===== src/rtl/sdram_trk_pkg.sv =====
package sdram_trk_pkg;

    typedef enum logic [2:0] {
        CMD_NOP = 3'd0,
        CMD_ACT = 3'd1,
        CMD_RD  = 3'd2,
        CMD_WR  = 3'd3,
        CMD_PRE = 3'd4
    } cmd_e;

    typedef enum logic [2:0] {
        V_NONE     = 3'd0,
        V_COL_IDLE = 3'd1,
        V_COL_RCD  = 3'd2,
        V_ACT_OPEN = 3'd3,
        V_ACT_RC   = 3'd4,
        V_ACT_RRD  = 3'd5
    } viol_e;

    // ceiling division used to turn a time limit into whole clock cycles
    function automatic int unsigned ps_to_cyc(input int unsigned lim_ps, input int unsigned tck_ps);
        return (lim_ps + tck_ps - 1) / tck_ps;
    endfunction

endpackage


===== src/rtl/sdram_cmd_decode.sv =====
module sdram_cmd_decode
    import sdram_trk_pkg::*;
(
    input  logic cke,
    input  logic cs_n,
    input  logic ras_n,
    input  logic cas_n,
    input  logic we_n,
    output cmd_e cmd
);

    always_comb begin
        cmd = CMD_NOP;
        if (cke && !cs_n) begin
            unique case ({ras_n, cas_n, we_n})
                3'b011:  cmd = CMD_ACT;
                3'b101:  cmd = CMD_RD;
                3'b100:  cmd = CMD_WR;
                3'b010:  cmd = CMD_PRE;
                default: cmd = CMD_NOP;
            endcase
        end
    end

endmodule


===== src/rtl/sdram_bank_timer.sv =====
module sdram_bank_timer #(
    parameter int ROW_W   = 12,
    parameter int RCD_CYC = 3,
    parameter int RC_CYC  = 10
) (
    input  logic             clk,
    input  logic             rst_n,
    input  logic             act_ld,
    input  logic             pre_clr,
    input  logic [ROW_W-1:0] act_row,
    output logic             is_open,
    output logic [ROW_W-1:0] open_row,
    output logic             rcd_done,
    output logic             rc_done
);

    localparam int RCD_W = (RCD_CYC > 1) ? $clog2(RCD_CYC) : 1;
    localparam int RC_W  = (RC_CYC > 1) ? $clog2(RC_CYC) : 1;
    localparam logic [RCD_W-1:0] RCD_LD = RCD_W'((RCD_CYC > 0) ? RCD_CYC - 1 : 0);
    localparam logic [RC_W-1:0]  RC_LD  = RC_W'((RC_CYC > 0) ? RC_CYC - 1 : 0);

    typedef struct packed {
        logic             open;
        logic [ROW_W-1:0] row;
        logic [RCD_W-1:0] rcd;
        logic [RC_W-1:0]  rc;
    } bank_st_t;

    bank_st_t st_d, st_q;

    always_comb begin
        st_d = st_q;
        if (st_q.rcd != '0) st_d.rcd = st_q.rcd - 1'b1;
        if (st_q.rc != '0)  st_d.rc  = st_q.rc - 1'b1;
        if (act_ld) begin
            st_d.open = 1'b1;
            st_d.row  = act_row;
            st_d.rcd  = RCD_LD;
            st_d.rc   = RC_LD;
        end else if (pre_clr) begin
            st_d.open = 1'b0;
        end
    end

    always_ff @(posedge clk or negedge rst_n) begin
        if (!rst_n) st_q <= '0;
        else        st_q <= st_d;
    end

    assign is_open  = st_q.open;
    assign open_row = st_q.row;
    assign rcd_done = (st_q.rcd == '0);
    assign rc_done  = (st_q.rc == '0);

    AST_ACT_OPENS: assert property (@(posedge clk) disable iff (!rst_n)
        act_ld |=> (is_open && open_row == $past(act_row)));
    AST_PRE_CLOSES: assert property (@(posedge clk) disable iff (!rst_n)
        (pre_clr && !act_ld) |=> !is_open);
    AST_RC_HOLDS_DONE: assert property (@(posedge clk) disable iff (!rst_n)
        (rc_done && !act_ld) |=> rc_done);
    AST_RCD_HOLDS_DONE: assert property (@(posedge clk) disable iff (!rst_n)
        (rcd_done && !act_ld) |=> rcd_done);

endmodule


===== src/rtl/sdram_act_tracker.sv =====
module sdram_act_tracker
    import sdram_trk_pkg::*;
#(
    parameter int NUM_BANKS = 4,
    parameter int ROW_W     = 12,
    parameter int TCK_PS    = 6000,
    parameter int TRCD_PS   = 15000,
    parameter int TRC_PS    = 60000,
    parameter int TRRD_PS   = 12000,
    localparam int BA_W     = $clog2(NUM_BANKS)
) (
    input  logic                       clk,
    input  logic                       rst_n,
    input  logic                       cke,
    input  logic                       cs_n,
    input  logic                       ras_n,
    input  logic                       cas_n,
    input  logic                       we_n,
    input  logic [BA_W-1:0]            ba,
    input  logic [ROW_W-1:0]           addr,
    output logic                       cmd_legal,
    output logic                       viol,
    output logic [2:0]                 viol_code,
    output logic [NUM_BANKS-1:0]       row_open,
    output logic [NUM_BANKS*ROW_W-1:0] open_rows
);

    localparam int RCD_CYC = int'(ps_to_cyc(TRCD_PS, TCK_PS));
    localparam int RC_CYC  = int'(ps_to_cyc(TRC_PS, TCK_PS));
    localparam int RRD_CYC = int'(ps_to_cyc(TRRD_PS, TCK_PS));
    localparam int RRD_W   = (RRD_CYC > 1) ? $clog2(RRD_CYC) : 1;
    localparam logic [RRD_W-1:0] RRD_LD = RRD_W'((RRD_CYC > 0) ? RRD_CYC - 1 : 0);
    localparam int ALL_BIT = 10;

    typedef struct packed {
        logic [RRD_W-1:0] rrd;
        logic [BA_W-1:0]  last_ba;
        logic             viol;
        viol_e            code;
    } glob_st_t;

    glob_st_t g_d, g_q;
    cmd_e     cmd;
    viol_e    code;
    logic [NUM_BANKS-1:0] act_ld, pre_clr, rcd_done, rc_done;

    sdram_cmd_decode u_dec (
        .cke   (cke),
        .cs_n  (cs_n),
        .ras_n (ras_n),
        .cas_n (cas_n),
        .we_n  (we_n),
        .cmd   (cmd)
    );

    for (genvar i = 0; i < NUM_BANKS; i++) begin : g_bank
        sdram_bank_timer #(
            .ROW_W   (ROW_W),
            .RCD_CYC (RCD_CYC),
            .RC_CYC  (RC_CYC)
        ) u_bank (
            .clk      (clk),
            .rst_n    (rst_n),
            .act_ld   (act_ld[i]),
            .pre_clr  (pre_clr[i]),
            .act_row  (addr),
            .is_open  (row_open[i]),
            .open_row (open_rows[i*ROW_W +: ROW_W]),
            .rcd_done (rcd_done[i]),
            .rc_done  (rc_done[i])
        );
    end

    always_comb begin
        code = V_NONE;
        unique case (cmd)
            CMD_RD, CMD_WR: begin
                if (!row_open[ba])      code = V_COL_IDLE;
                else if (!rcd_done[ba]) code = V_COL_RCD;
            end
            CMD_ACT: begin
                if (row_open[ba])                              code = V_ACT_OPEN;
                else if (!rc_done[ba])                         code = V_ACT_RC;
                else if (ba != g_q.last_ba && g_q.rrd != '0)   code = V_ACT_RRD;
            end
            default: code = V_NONE;
        endcase
    end

    assign cmd_legal = (code == V_NONE);

    always_comb begin
        g_d     = g_q;
        act_ld  = '0;
        pre_clr = '0;
        if (g_q.rrd != '0) g_d.rrd = g_q.rrd - 1'b1;
        if (cmd == CMD_ACT && cmd_legal) begin
            act_ld[ba]  = 1'b1;
            g_d.rrd     = RRD_LD;
            g_d.last_ba = ba;
        end
        if (cmd == CMD_PRE) begin
            if (addr[ALL_BIT]) pre_clr = '1;
            else               pre_clr[ba] = 1'b1;
        end
        g_d.viol = !cmd_legal;
        g_d.code = code;
    end

    always_ff @(posedge clk or negedge rst_n) begin
        if (!rst_n) g_q <= '{rrd: '0, last_ba: '0, viol: 1'b0, code: V_NONE};
        else        g_q <= g_d;
    end

    assign viol      = g_q.viol;
    assign viol_code = g_q.code;

    AST_VIOL_HAS_CODE: assert property (@(posedge clk) disable iff (!rst_n)
        viol |-> (viol_code != 3'd0));
    AST_REJECT_KEEPS_STATE: assert property (@(posedge clk) disable iff (!rst_n)
        viol |-> (row_open == $past(row_open) && open_rows == $past(open_rows)));
    AST_COL_NEEDS_OPEN: assert property (@(posedge clk) disable iff (!rst_n)
        ((cmd == CMD_RD || cmd == CMD_WR) && cmd_legal) |-> row_open[ba]);
    AST_RRD_SPACING: assert property (@(posedge clk) disable iff (!rst_n)
        (RRD_CYC >= 2 && act_ld != '0) |=> !(act_ld != '0 && ba != $past(ba)));
    AST_ONE_ACT: assert property (@(posedge clk) disable iff (!rst_n)
        $onehot0(act_ld));

endmodule


===== config.mk =====
export PLATFORM = sky130hd
export DESIGN_NAME = sdram_act_tracker
export DESIGN_NICKNAME = d
export VERILOG_FILES = /design/src/rtl/sdram_trk_pkg.sv /design/src/rtl/sdram_cmd_decode.sv /design/src/rtl/sdram_bank_timer.sv /design/src/rtl/sdram_act_tracker.sv
export SDC_FILE = /design/constraint.sdc
export NUM_CORES = 1
export LEC_CHECK = 0
export BUFFER_PORTS_ARGS = -buffer_cell sky130_fd_sc_hd__buf_2
export CAP_MARGIN = 5
export CORE_MARGIN = 2
export CORE_UTILIZATION = 60
export DETAILED_ROUTE_END_ITERATION = 12
export GPL_ROUTABILITY_DRIVEN = 0
export PLACE_DENSITY = 0.95
export RECOVER_POWER = 100
export SYNTH_ARGS = -nofsm -noshare
export SYNTH_HDL_FRONTEND = slang
export SYNTH_SLANG_ARGS = --single-unit

===== constraint.sdc =====
create_clock -name clk -period 5.9 [get_ports clk]
set_input_delay 1.18 -clock clk [delete_from_list [all_inputs] [get_ports clk]]
set_output_delay 1.18 -clock clk [all_outputs]
set_load 0.02 [all_outputs]

Word level (Yosys, flattened, before mapping)
Index checks and enable logic that the tools add are counted.
- $lt $le $gt $ge: 2
- reduce and logical (&&, ||, !) cells: 36
- $add $sub $neg: 9
- eq/ne operators: 9
- muxes and demuxes: 41
- operators by type and width (operator ; number):
    nonzero test 2 bit ; 16
    2-to-1 mux 4 bit ; 7
    2-to-1 mux 6 bit ; 4
    2-to-1 mux 3 bit ; 6
    zero test 4 bit ; 4
    nonzero test 4 bit ; 4
    subtractor 4 x 1 -> 4 bit, second input constant ; 4
    2-to-1 mux 1 bit ; 13
    == test 3 x 2 -> 1 bit, second input constant ; 4
    case mux 3 bit (4 select lines) ; 1
    2-to-1 mux 2 bit ; 5
    == test 3 bit, second input constant ; 3
    zero test 2 bit ; 4
    subtractor 2 x 1 -> 2 bit, second input constant ; 4
    binary-select mux 1 bit (select 2 bit) ; 3
    case mux 3 bit (2 select lines) ; 1
    logical AND 1 bit ; 4
    == test 3 x 1 -> 1 bit, second input constant ; 1
    zero test 3 bit ; 1
    < comparator 2 x 3 -> 1 bit, second input constant ; 1
    demux 1 bit (select 2 bit) ; 1
    >= comparator 2 x 1 -> 1 bit, second input constant ; 1
    zero test 1 bit ; 2
    != test 2 bit ; 1
    2 further kinds ; 2
- output and inout port bits: 57
- input bits: 21
- register bits: 83

Depth between registers and ports, before layout
- depth in word-level cells: 10
- depth in mapped cells: 8

Modules after synthesis
A second synthesis with hierarchy kept.
- cell total of the unflattened synthesis: 342
- area, all modules: 4154.0 µm²
- modules (own cells, without submodules) (module ; seq. area each (µm²) ; cells an instance ; times used ; area each (µm²)):
    sdram_bank_timer ; 475.5 ; 71 ; 4 ; 892.1
    sdram_act_tracker ; 175.2 ; 52 ; 1 ; 541.8
    sdram_cmd_decode ; 0.0 ; 6 ; 1 ; 43.8

Worst setup path before layout
Ideal clock, no wire load.
- kind: input to output
- from: input ba[0]
- to: output cmd_legal
- stages: 5
- data required time: 4.720 ns
- path slack: 1.661 ns
- arrival: 3.059 ns
- path through: clkbuf_1 -> mux4_2 -> clkbuf_1 -> or3_1 -> a31oi_1
- cells in the longest elaborated chain, start to end: 7
- RTL lines (element ; line ; text):
    from (decl) ; sdram_act_tracker.sv:19 ; input logic [BA_W-1:0] ba,
    != test 2 bit ; sdram_act_tracker.sv:84 ; else if (ba != g_q.last_ba && g_q.rrd != '0) code = V_ACT_RRD;
    logical AND 1 bit ; sdram_act_tracker.sv:84 ;
    2-to-1 mux 3 bit ; sdram_act_tracker.sv:84 ;
    2-to-1 mux 3 bit ; sdram_act_tracker.sv:83 ; else if (!rc_done[ba]) code = V_ACT_RC;
    2-to-1 mux 3 bit ; sdram_act_tracker.sv:82 ; if (row_open[ba]) code = V_ACT_OPEN;
    case mux 3 bit (2 select lines) (*) ; sdram_act_tracker.sv:76 ; unique case (cmd)
    zero test 3 bit (*) ; sdram_act_tracker.sv:90 ; assign cmd_legal = (code == V_NONE);
    to (decl) ; sdram_act_tracker.sv:21 ; output logic cmd_legal,
Every way passes the cells marked *; elsewhere a longest branch is shown, timed or not. The select of a mux whose other input is x is not followed.

Worst setup path in the final report
Same ends and word-level chain as after synthesis.

==> flow_metrics.env <==
export IMPL_synth_top_area_share_pct=50.6
export IMPL_setup_viol=0
export IMPL_path_cells="clkbuf_1, mux4_2, or3_1, a31oi_1, clkbuf_1"
export IMPL_slew_viol_final=84
export IMPL_powerDensity_nw_per_um2=411
export IMPL_synth_distinct_cells=35
export IMPL_grt_max_degree=84
export IMPL_antennaDiodeCount=0
export IMPL_yosysSeqAreaShare_pct=50.6
export IMPL_peakVddDrop_uv=186
export IMPL_std_cell_rows=30
export IMPL_dpl_cell_area_um2=4100
export IMPL_p_leak_nw=2.06
export IMPL_holdBufCountCts=0
export IMPL_io_pins=78
export IMPL_drive_above_1_share_pct=21.5
export IMPL_timing_rr_start="g_bank[0].u_bank.st_q[0]$_DFFE_PN0P_"
export IMPL_dr_pass1_iters=5
export IMPL_crit_path_top_delay_cell="mux4_2"
export IMPL_netlist_instances=340
export IMPL_nets=391
export IMPL_yosysMostFrequentCell="dfrtp_1"
export IMPL_worst_pin_slew_ps=1990
export IMPL_final_util_pct=62.3
export IMPL_dr_first_iter_drc_count=97
export IMPL_ys_flop_type="dfrtp_1"
export IMPL_place_hpwl_mm=4.99
export IMPL_synth_area_leaders="dfrtp_1, mux2_2, buf_4"
export IMPL_wl_met3_um=354
export IMPL_netlist_area_um2=4110
export IMPL_antenna_found_initial=0
export IMPL_cts_buffer_depth=2
export IMPL_gr_total_overflow=0
export IMPL_die_x_um=86.7
export IMPL_finalHoldViolCount=0
export IMPL_dieHeight_um=86.7
export IMPL_fill_cells=550
export IMPL_coreArea_um2=6720
export IMPL_post_cts_buffers=0
export IMPL_top_layer_used="met4"
export IMPL_ctsRootBufferMaster="clkbuf_8"
export IMPL_synth_seq_cells=83
export IMPL_cp_arrival_ps=3100
export IMPL_violations="capacitance limit, slew limit"
export IMPL_status="finished, violations left"
export IMPL_cts_resized_gates=0
export IMPL_drc_errors=0
export IMPL_max_freq_ghz=0.233
export IMPL_clk_pin_slew_ps=80
export IMPL_hp_start="g_bank[3].u_bank.st_q[5]$_DFFE_PN0P_"
export IMPL_via_count=2439
export IMPL_met1_length_mm=3.16
export IMPL_path_common_cell="clkbuf_1"
export IMPL_synthTopCellsByCount="dfrtp_1, buf_4, mux2_2"
export IMPL_fin_area_um2=4180
export IMPL_cpPeakStageDelay_ps=690
export IMPL_areaGrowthSynthToFinish_pct=1.89
export IMPL_hold_class="flop to flop"
export IMPL_drv_cap=1
export IMPL_fin_skew_ps=7.81
export IMPL_critPathLaunchType="input pin"
export IMPL_synth_edff_count=0
export IMPL_wirelength_mm=7.32
export IMPL_startpoint="ba[0]"
export IMPL_wl_per_cell_um=16.4
export IMPL_fin_crit_ps=4280
export IMPL_clock_sinks=83
export IMPL_cts_buffers=9
export IMPL_ys_warn_count=0
export IMPL_tritoncts="yes"
export IMPL_holdWs_ps=505
export IMPL_initial_core_util_pct=61.1
export IMPL_slew_headroom_pct=-32.4
export IMPL_fin_tns_setup_ps=0
export IMPL_multi_input_area_um2=1410
export IMPL_via_per_inst=5.46
export IMPL_grt_pass1_vias=2442
export IMPL_track_usage_pct=20.4
export IMPL_avgSynthCellArea_um2=12.1
export IMPL_yosysTopAreaCell="dfrtp_1"
export IMPL_cp_max_fo=11
export IMPL_htreeDepth=3
export IMPL_async_reset_ff_share_pct=100
export IMPL_worstPathRequired_ps=4720
export IMPL_worstSetupEndpointType="primary output"
export IMPL_die_area_um2=7520
export IMPL_rsz0062_at_grt="false"
export IMPL_drtAntennaViolNets=0
export IMPL_clk_latency_ps=360
export IMPL_wl_met2_mm=3.69
export IMPL_synth_fp_nets=369
export IMPL_grt_pass1_wl_mm=11.6
export IMPL_worstSetupPathType="input pin to primary output"
export IMPL_regArea_um2=2080
export IMPL_finalCritPeriodShare_pct=72.6
export IMPL_portBuffers=77
==> layout make-up <==
type | instances | area share, %
Clock buffer | 9 | 2.96
Inverter | 19 | 1.71
Tap cell | 80 | 2.39
Multi-Input combinational cell | 171 | 33.6
Sequential cell | 83 | 49.7
Clock inverter | 7 | 2.00
Timing Repair Buffer | 78 | 7.66
==> layout by cell type, fill, tap and decap left out, types with 9 or more instances in the layout <==
cell type	count
clkbuf_1	58
o21ai_0	13
mux2_2	38
nand2_1	19
buf_2	18
a21oi_1	9
mux2_1	12
clkbuf_8	9
nor2_1	9
inv_1	19
dfrtp_1	83
==> routing by layer <==
layer	global-route usage, %	vias up
li1	-	1150
met1	25.7	1210
met2	32.9	68
met3	5.33	11
met4	9.80	0
met5	0	-
==> stage by stage <==
stage	power (mW)	setup slack (ps)	std cells
2_1_floorplan	1.23	1660	340
3_3_place_gp	1.28	1850	431
3_5_place_dp	1.33	1810	431
4_1_cts	1.76	1820	447
5_1_grt	1.84	1490	447
6_report	1.72	1620	447
==> state kept, by name, summed over array words and instances (netlist names) <==
name,cells
g_q,3
g_bank.u_bank.is_open,4
viol_code,3
viol,1
g_bank.u_bank.st_q,24
g_bank.u_bank.open_row,48
==> report_power, final <==
group | internal [mW] | switching, mW | total (mW)
Clock | 0.203 | 0.218 | 0.421
Combinational | 0.236 | 0.283 | 0.518
Sequential | 0.696 | 0.0830 | 0.779
==> worst max-delay path: cells and delay by family <==
kind | cells | cell delay [ps]
multiplexers | 1 | 690
buffers and inverters | 2 | 610
AND/OR/NAND/NOR | 1 | 420
AO/OA/AOI/OAI | 1 | 200
==> kinds of logic (layout without fill, tap and decap cells) <==
logic type | count (synthesis) | after routing | synth area share, %
XOR/XNOR | 10 | 10 | 2.13
multiplexers | 56 | 56 | 17.2
AND/OR/NAND/NOR | 65 | 65 | 9.08
flip-flops | 83 | 83 | 50.6
AO/OA/AOI/OAI | 32 | 32 | 4.51
buffers and inverters | 86 | 113 | 14.1
adder cells (fa/ha/maj) | 8 | 8 | 2.44
==> path summary, 6_finish.rpt <==
| path | to | slack (ps) | cells past startpoint |
|---|---|---|---|
| max in group asynchronous | g_bank[1].u_bank.open_row[9]$_DFFE_PN0P_ | 3370 | 1 |
| setup / recovery | cmd_legal | 1620 | 5 |
| hold / removal | g_bank[3].u_bank.st_q[5]$_DFFE_PN0P_ | 500 | 1 |
| setup reg to reg | g_bank[2].u_bank.open_row[9]$_DFFE_PN0P_ | 2700 | 6 |
| hold reg to reg | g_bank[3].u_bank.st_q[5]$_DFFE_PN0P_ | 500 | 1 |
| min in group asynchronous | g_bank[0].u_bank.open_row[2]$_DFFE_PN0P_ | 1360 | 1 |
Note: power is estimated with default switching activity, not from simulation.
